### src/rtl/fill_pkg.sv
`timescale 1ns/1ps
package fill_pkg;
   localparam int unsigned BUS_W       = 16;
   localparam logic [BUS_W-1:0] DEF_BUF_ADDR = 16'h7000;
   localparam logic [BUS_W-1:0] DEF_CTL_ADDR = 16'h7001;

   typedef enum logic [1:0] {
      SEL_NONE = 2'd0,
      SEL_BUF  = 2'd1,
      SEL_CTL  = 2'd2
   } sel_e;

   typedef struct packed {
      logic rise;
      logic fall;
   } edge_s;
endpackage

### src/rtl/fill_strobe_sync.sv
`timescale 1ns/1ps
module fill_strobe_sync
   import fill_pkg::*;
#(
   parameter int unsigned STAGES = 2
) (
   input  logic  clk,
   input  logic  rst_n,
   input  logic  strobe_in,
   output edge_s edges
);
   if (STAGES < 2) begin : g_bad_stages
      $error("fill_strobe_sync: STAGES must be at least 2");
   end

   logic [STAGES-1:0] chain_q;
   logic              last_q;
   logic              synced;

   if (STAGES == 2) begin : g_two
      always_ff @(posedge clk or negedge rst_n) begin
         if (!rst_n) chain_q <= '0;
         else        chain_q <= {chain_q[0], strobe_in};
      end
   end else begin : g_deep
      always_ff @(posedge clk or negedge rst_n) begin
         if (!rst_n) chain_q <= '0;
         else        chain_q <= {chain_q[STAGES-2:0], strobe_in};
      end
   end

   assign synced = chain_q[STAGES-1];

   always_ff @(posedge clk or negedge rst_n) begin
      if (!rst_n) last_q <= 1'b0;
      else        last_q <= synced;
   end

   always_comb begin
      edges.rise = synced & ~last_q;
      edges.fall = ~synced & last_q;
   end

   // a detected edge is a single-cycle pulse
   p_one_rise_r9: assert property (@(posedge clk) disable iff (!rst_n)
      edges.rise |=> !edges.rise);
   p_one_fall_r9: assert property (@(posedge clk) disable iff (!rst_n)
      edges.fall |=> !edges.fall);
   p_no_both_r9: assert property (@(posedge clk) disable iff (!rst_n)
      !(edges.rise && edges.fall));
endmodule

### src/rtl/fill_addr_decode.sv
`timescale 1ns/1ps
module fill_addr_decode
   import fill_pkg::*;
#(
   parameter int unsigned          ADDR_W   = 16,
   parameter logic [ADDR_W-1:0]    BUF_ADDR = 16'h7000,
   parameter logic [ADDR_W-1:0]    CTL_ADDR = 16'h7001
) (
   input  logic              clk,
   input  logic              rst_n,
   input  logic              load,
   input  logic [ADDR_W-1:0] addr_in,
   output sel_e              sel
);
   if (BUF_ADDR == CTL_ADDR) begin : g_bad_map
      $error("fill_addr_decode: buffer and control addresses must differ");
   end

   logic [ADDR_W-1:0] addr_q;

   always_ff @(posedge clk or negedge rst_n) begin
      if (!rst_n)    addr_q <= '0;
      else if (load) addr_q <= addr_in;
   end

   always_comb begin
      if (addr_q == BUF_ADDR)      sel = SEL_BUF;
      else if (addr_q == CTL_ADDR) sel = SEL_CTL;
      else                         sel = SEL_NONE;
   end

   // the latched address changes only on an address-write edge
   p_addr_hold_r6: assert property (@(posedge clk) disable iff (!rst_n)
      !load |=> $stable(addr_q));
   // a load takes the bus value
   p_addr_load_r1: assert property (@(posedge clk) disable iff (!rst_n)
      load |=> addr_q == $past(addr_in));
endmodule

### src/rtl/fill_index_ctr.sv
`timescale 1ns/1ps
module fill_index_ctr #(
   parameter int unsigned DEPTH = 64,
   localparam int unsigned IDX_W = (DEPTH > 1) ? $clog2(DEPTH) : 1
) (
   input  logic             clk,
   input  logic             rst_n,
   input  logic             step,
   input  logic             clear,
   output logic [IDX_W-1:0] idx
);
   localparam logic [IDX_W-1:0] LAST = IDX_W'(DEPTH - 1);

   if (DEPTH < 2) begin : g_bad_depth
      $error("fill_index_ctr: DEPTH must be at least 2");
   end

   logic [IDX_W-1:0] idx_q;

   always_ff @(posedge clk or negedge rst_n) begin
      if (!rst_n)          idx_q <= '0;
      else if (clear)      idx_q <= '0;
      else if (step) begin
         if (idx_q == LAST) idx_q <= '0;
         else               idx_q <= idx_q + 1'b1;
      end
   end

   assign idx = idx_q;

   // a step moves the index by one below the top
   p_idx_step_r3: assert property (@(posedge clk) disable iff (!rst_n)
      (step && !clear && idx_q != LAST) |=> idx_q == $past(idx_q) + 1'b1);
   // the top location wraps to zero
   p_idx_wrap_r4: assert property (@(posedge clk) disable iff (!rst_n)
      (step && idx_q == LAST) |=> idx_q == '0);
   // a clear returns to zero
   p_idx_clear_r7: assert property (@(posedge clk) disable iff (!rst_n)
      clear |=> idx_q == '0);
   // with no step and no clear, the index holds
   p_idx_hold_r6: assert property (@(posedge clk) disable iff (!rst_n)
      (!step && !clear) |=> $stable(idx_q));
endmodule

### src/rtl/fill_word_store.sv
`timescale 1ns/1ps
module fill_word_store #(
   parameter int unsigned DATA_W = 16,
   parameter int unsigned DEPTH  = 64,
   localparam int unsigned IDX_W = (DEPTH > 1) ? $clog2(DEPTH) : 1
) (
   input  logic              clk,
   input  logic              rst_n,
   input  logic              we,
   input  logic [IDX_W-1:0]  waddr,
   input  logic [DATA_W-1:0] wdata,
   input  logic [IDX_W-1:0]  raddr,
   output logic [DATA_W-1:0] rdata
);
   logic [DATA_W-1:0] words [DEPTH];
   logic [DEPTH-1:0]  word_we;

   for (genvar g = 0; g < DEPTH; g++) begin : g_word
      assign word_we[g] = we && (waddr == IDX_W'(g));
      always_ff @(posedge clk) begin
         if (word_we[g]) words[g] <= wdata;
      end
   end

   always_ff @(posedge clk or negedge rst_n) begin
      if (!rst_n)                 rdata <= '0;
      else if (raddr < IDX_W'(DEPTH - 1) || raddr == IDX_W'(DEPTH - 1))
                                  rdata <= words[raddr];
      else                        rdata <= '0;
   end

   // at most one location is written per cycle
   p_single_write_r2: assert property (@(posedge clk) disable iff (!rst_n)
      $onehot0(word_we));
   // a write to the location being read shows one cycle later
   p_rd_after_wr_r8: assert property (@(posedge clk) disable iff (!rst_n)
      (we && waddr == raddr) |=> ($stable(raddr) |-> ##1 rdata == $past(wdata, 2)));
endmodule

### src/rtl/burst_fill_buffer.sv
`timescale 1ns/1ps
module burst_fill_buffer
   import fill_pkg::*;
#(
   parameter int unsigned          DATA_W      = 16,
   parameter int unsigned          DEPTH       = 64,
   parameter int unsigned          SYNC_STAGES = 2,
   parameter logic [DATA_W-1:0]    BUF_ADDR    = DEF_BUF_ADDR,
   parameter logic [DATA_W-1:0]    CTL_ADDR    = DEF_CTL_ADDR,
   localparam int unsigned         IDX_W       = (DEPTH > 1) ? $clog2(DEPTH) : 1
) (
   input  logic              clk,
   input  logic              rst_n,
   input  logic [DATA_W-1:0] bus_data,
   input  logic              addr_wr,
   input  logic              data_wr,
   input  logic [IDX_W-1:0]  rd_idx,
   output logic [DATA_W-1:0] rd_data
);
   if (DATA_W < 2) begin : g_bad_width
      $error("burst_fill_buffer: DATA_W too small");
   end

   edge_s            addr_edge;
   edge_s            data_edge;
   sel_e             sel;
   logic [IDX_W-1:0] wr_idx;
   logic             store_en;
   logic             step_en;
   logic             clear_en;

   fill_strobe_sync #(.STAGES(SYNC_STAGES)) u_addr_sync (
      .clk       (clk),
      .rst_n     (rst_n),
      .strobe_in (addr_wr),
      .edges     (addr_edge)
   );

   fill_strobe_sync #(.STAGES(SYNC_STAGES)) u_data_sync (
      .clk       (clk),
      .rst_n     (rst_n),
      .strobe_in (data_wr),
      .edges     (data_edge)
   );

   fill_addr_decode #(
      .ADDR_W   (DATA_W),
      .BUF_ADDR (BUF_ADDR),
      .CTL_ADDR (CTL_ADDR)
   ) u_decode (
      .clk     (clk),
      .rst_n   (rst_n),
      .load    (addr_edge.rise),
      .addr_in (bus_data),
      .sel     (sel)
   );

   assign store_en = data_edge.rise && (sel == SEL_BUF);
   assign step_en  = data_edge.fall && (sel == SEL_BUF);
   assign clear_en = data_edge.rise && (sel == SEL_CTL);

   fill_index_ctr #(.DEPTH(DEPTH)) u_index (
      .clk   (clk),
      .rst_n (rst_n),
      .step  (step_en),
      .clear (clear_en),
      .idx   (wr_idx)
   );

   fill_word_store #(.DATA_W(DATA_W), .DEPTH(DEPTH)) u_store (
      .clk   (clk),
      .rst_n (rst_n),
      .we    (store_en),
      .waddr (wr_idx),
      .wdata (bus_data),
      .raddr (rd_idx),
      .rdata (rd_data)
   );

   // the index moves only on data edges
   p_idx_quiet_r1: assert property (@(posedge clk) disable iff (!rst_n)
      (!data_edge.rise && !data_edge.fall) |=> $stable(wr_idx));
   // a store and a step never coincide
   p_store_step_r9: assert property (@(posedge clk) disable iff (!rst_n)
      !(store_en && step_en));
endmodule

### config.mk
export PLATFORM = sky130hd
export DESIGN_NAME = burst_fill_buffer
export DESIGN_NICKNAME = d
export VERILOG_FILES = /design/src/rtl/fill_pkg.sv /design/src/rtl/fill_strobe_sync.sv /design/src/rtl/fill_addr_decode.sv /design/src/rtl/fill_index_ctr.sv /design/src/rtl/fill_word_store.sv /design/src/rtl/burst_fill_buffer.sv
export SDC_FILE = /design/constraint.sdc
export NUM_CORES = 1
export LEC_CHECK = 0
export BUFFER_PORTS_ARGS = -buffer_cell sky130_fd_sc_hd__buf_2
export CORE_UTILIZATION = 57
export DETAILED_ROUTE_END_ITERATION = 16
export GPL_TIMING_DRIVEN = 1
export PLACE_DENSITY = 0.78
export SYNTH_ARGS = -nofsm -noshare
export SYNTH_HDL_FRONTEND = slang
export SYNTH_SLANG_ARGS = --single-unit
export TNS_END_PERCENT = 100
### constraint.sdc
create_clock -name clk -period 3 [get_ports clk]
set_clock_uncertainty 0.2 [all_clocks]
set_input_delay 0.15 -clock clk [delete_from_list [all_inputs] [get_ports clk]]
set_output_delay 0.15 -clock clk [all_outputs]
set_load 0.005 [all_outputs]
==> flow_metrics.env <==
export IMPL_synth_area_leader_cell="edfxtp_1"
export IMPL_grt_use_total_pct=27.27
export IMPL_setup_tns_final_ps=0
export IMPL_syn_inst=1852
export IMPL_synth_common_cells="edfxtp_1, mux4_2, nor2_1"
export IMPL_synth_ff_type="edfxtp_1"
export IMPL_antenna_cells=0
export IMPL_worstSetupPathType="flip-flop to flip-flop"
export IMPL_max_cap_violations=0
export IMPL_htree_levels=3
export IMPL_synth_top_family_by_area="multiplexers"
export IMPL_rsz0062_at_grt="false"
export IMPL_synth_avg_cell_area_sq_um=22.08
export IMPL_hold_violations=0
export IMPL_coreArea_sq_um=70510
export IMPL_first_pass_iters=6
export IMPL_grt_max_degree=66
export IMPL_clk_pin_slew_ps=60
export IMPL_vdd_ir_drop_max_uv=440.8
export IMPL_worstPathArrival_ps=3040
export IMPL_clock_root_buffer="clkbuf_16"
export IMPL_layout_drive_gt1_share_pct=30.20
export IMPL_max_freq_ghz=0.3464
export IMPL_wl_per_cell_um=31.33
export IMPL_p_leak_nw=15.17
export IMPL_fin_area_sq_um=47240
export IMPL_synthXorXnorAreaFrac_pct=0.04284
export IMPL_cts_buffers_inserted=102
export IMPL_setup_viol=0
export IMPL_grt_antenna_before_repair=2
export IMPL_synth_area_sq_um=40880
export IMPL_synth_compound_area_share_pct=2.485
export IMPL_final_antenna_net_count=0
export IMPL_post_route_util_pct=67.00
export IMPL_period_share_pct=96.23
export IMPL_grt_pass1_vias=20740
export IMPL_fillCellCount=4144
export IMPL_drc=0
export IMPL_cts_tree="done"
export IMPL_worstPathMaxFanout=16
export IMPL_dieArea_sq_um=72800
export IMPL_slew_violations=0
export IMPL_area_growth_syn_to_layout_pct=15.56
export IMPL_start_kind="flip-flop"
export IMPL_dpl_instance_area_sq_um=43680
export IMPL_viasPerCell=6.645
export IMPL_port_buffers=41
export IMPL_initialDrtViolationCount=3037
export IMPL_io_pins=42
export IMPL_slew_headroom_pct=25.76
export IMPL_tightest_slew_ps=1114
export IMPL_gp_congestion=0.9077
export IMPL_synth_most_common_cell="edfxtp_1"
export IMPL_wirelength_mm=97.19
export IMPL_cts_buffer_depth=3
export IMPL_whs_ps=12.83
export IMPL_synth_area_top_cells="edfxtp_1, mux4_2, dfrtp_1"
export IMPL_hold_path_class="input pin to flip-flop"
export IMPL_seq_area_frac_synth_pct=77.90
export IMPL_clkSinkCount=1068
export IMPL_min_period_ps=2887
export IMPL_synth_seq_cells=1068
export IMPL_clock_latency_ps=670
export IMPL_grt_pass1_wl_mm=142.7
export IMPL_ys_warn_count=0
export IMPL_layout_nets=2106
export IMPL_hpwl_mm=59.18
export IMPL_powerDensity_nw_per_um2=649.3
export IMPL_async_flop_share_pct=4.120
export IMPL_outcome="finished, final reports clean"
export IMPL_yosys_area_share_simple_pct=2.213
export IMPL_start_util_pct=57.98
export IMPL_chipHeight_um=269.8
export IMPL_ys_types=50
export IMPL_overflow=0
export IMPL_row_count=97
export IMPL_synth_edf_count=1024
export IMPL_crit_required_ps=3160
export IMPL_synth_net_count=1882
export IMPL_synth_top_cell_area_share_pct=75.21
export IMPL_end_kind="flip-flop"
export IMPL_synth_adder_area_share_pct=0.1224
export IMPL_synth_area_mux_share_pct=15.82
export IMPL_die_width_um=269.8
export IMPL_vias=20610
## report_power, final
group / switching, W / internal (W) / total [W]
Clock: 0.00549 / 0.00723 / 0.0127
Combinational: 0.000920 / 0.000604 / 0.00152
Sequential: 0.0000403 / 0.0164 / 0.0164
## per-stage QoR
stage          instances  power, W  setup slack [ps]
2_1_floorplan       1852   0.01749             177.8
3_3_place_gp        2889   0.01818             187.0
3_5_place_dp        2889   0.01822             161.3
4_1_cts             3102   0.03077             167.3
5_1_grt             3102   0.03138             25.18
6_report            3102   0.03067             113.2
## sequential cells by signal, indices dropped and copies added (netlist names)
name / count
u_store.words: 1024
u_addr_sync.last_q: 1
u_store.rdata: 16
u_data_sync.chain_q: 2
u_data_sync.last_q: 1
u_index.idx: 6
u_addr_sync.chain_q: 2
u_decode.addr_q: 16
## critical path: stages (launching register included)
cell and delay (ps):
dfrtp_1 390, nor4b_1 350, nand4_1 160, buf_4 220
nor4_2 380, nand2_1 340, nor2_1 330, buf_12 200
## final cells by class
type / count / area, sq um / share of cell area, %
multi-input cells: 675 / 8454 / 17.90
inverters: 6 / 22.52 / 0.04767
clock inverters: 72 / 673.1 / 1.425
clock buffers: 118 / 2655 / 5.620
flip-flops and latches: 1068 / 31850 / 67.42
repair buffers: 223 / 2412 / 5.106
well taps: 940 / 1176 / 2.489
## placed cells by master (no fill, tap or decap), types with 18 or more instances in the layout
| cell | n |
|---|---|
| mux2_2 | 40 |
| a211oi_1 | 22 |
| dlygate4sd3_1 | 22 |
| mux4_2 | 252 |
| clkbuf_16 | 104 |
| o22ai_1 | 37 |
| clkinv_2 | 25 |
| buf_2 | 38 |
| a31oi_1 | 18 |
| buf_12 | 61 |
| nand2_1 | 64 |
| nor2_1 | 84 |
| edfxtp_1 | 1024 |
| dfrtp_1 | 44 |
| clkinv_1 | 24 |
| mux2i_1 | 34 |
| buf_4 | 100 |
## path summary, 6_finish.rpt
check / from / end / slack (ps) / cells after the start
max: u_decode.addr_q[5] / u_store.words[19][5] / 110 / 7
min reg2reg: u_addr_sync.chain_q[0] / u_addr_sync.chain_q[1] / 160 / 0
min: bus_data[9] / u_store.words[55][9] / 10 / 2
min in group asynchronous: rst_n / u_store.rdata[11] / 400 / 4
max in group asynchronous: rst_n / u_index.idx[2] / 1880 / 4
max reg2reg: u_decode.addr_q[5] / u_store.words[19][5] / 110 / 7
## layer usage
metal,GRT usage (%),up-vias,part of all wire [%]
met5,0,-,0.014
met4,9.225,2,3.2
met3,4.890,195,11
met2,42.28,1449,48
met1,39.86,10720,38
li1,-,8245,-
## logic make-up after synthesis
group / count (synthesis)
compound gates: 144
xor+xnor: 2
fa+ha+maj: 4
buf+inv: 109
flops: 1068
mux: 326
simple gates: 199
## what timing repair did
item,4_1_cts,5_1_grt
hold buffers,23,0
setup endpoints to repair,0,0
hold endpoints to repair,476,0
setup buffers,0,0
gates resized for setup,0,0
Note: power is estimated with default switching activity, not from simulation.
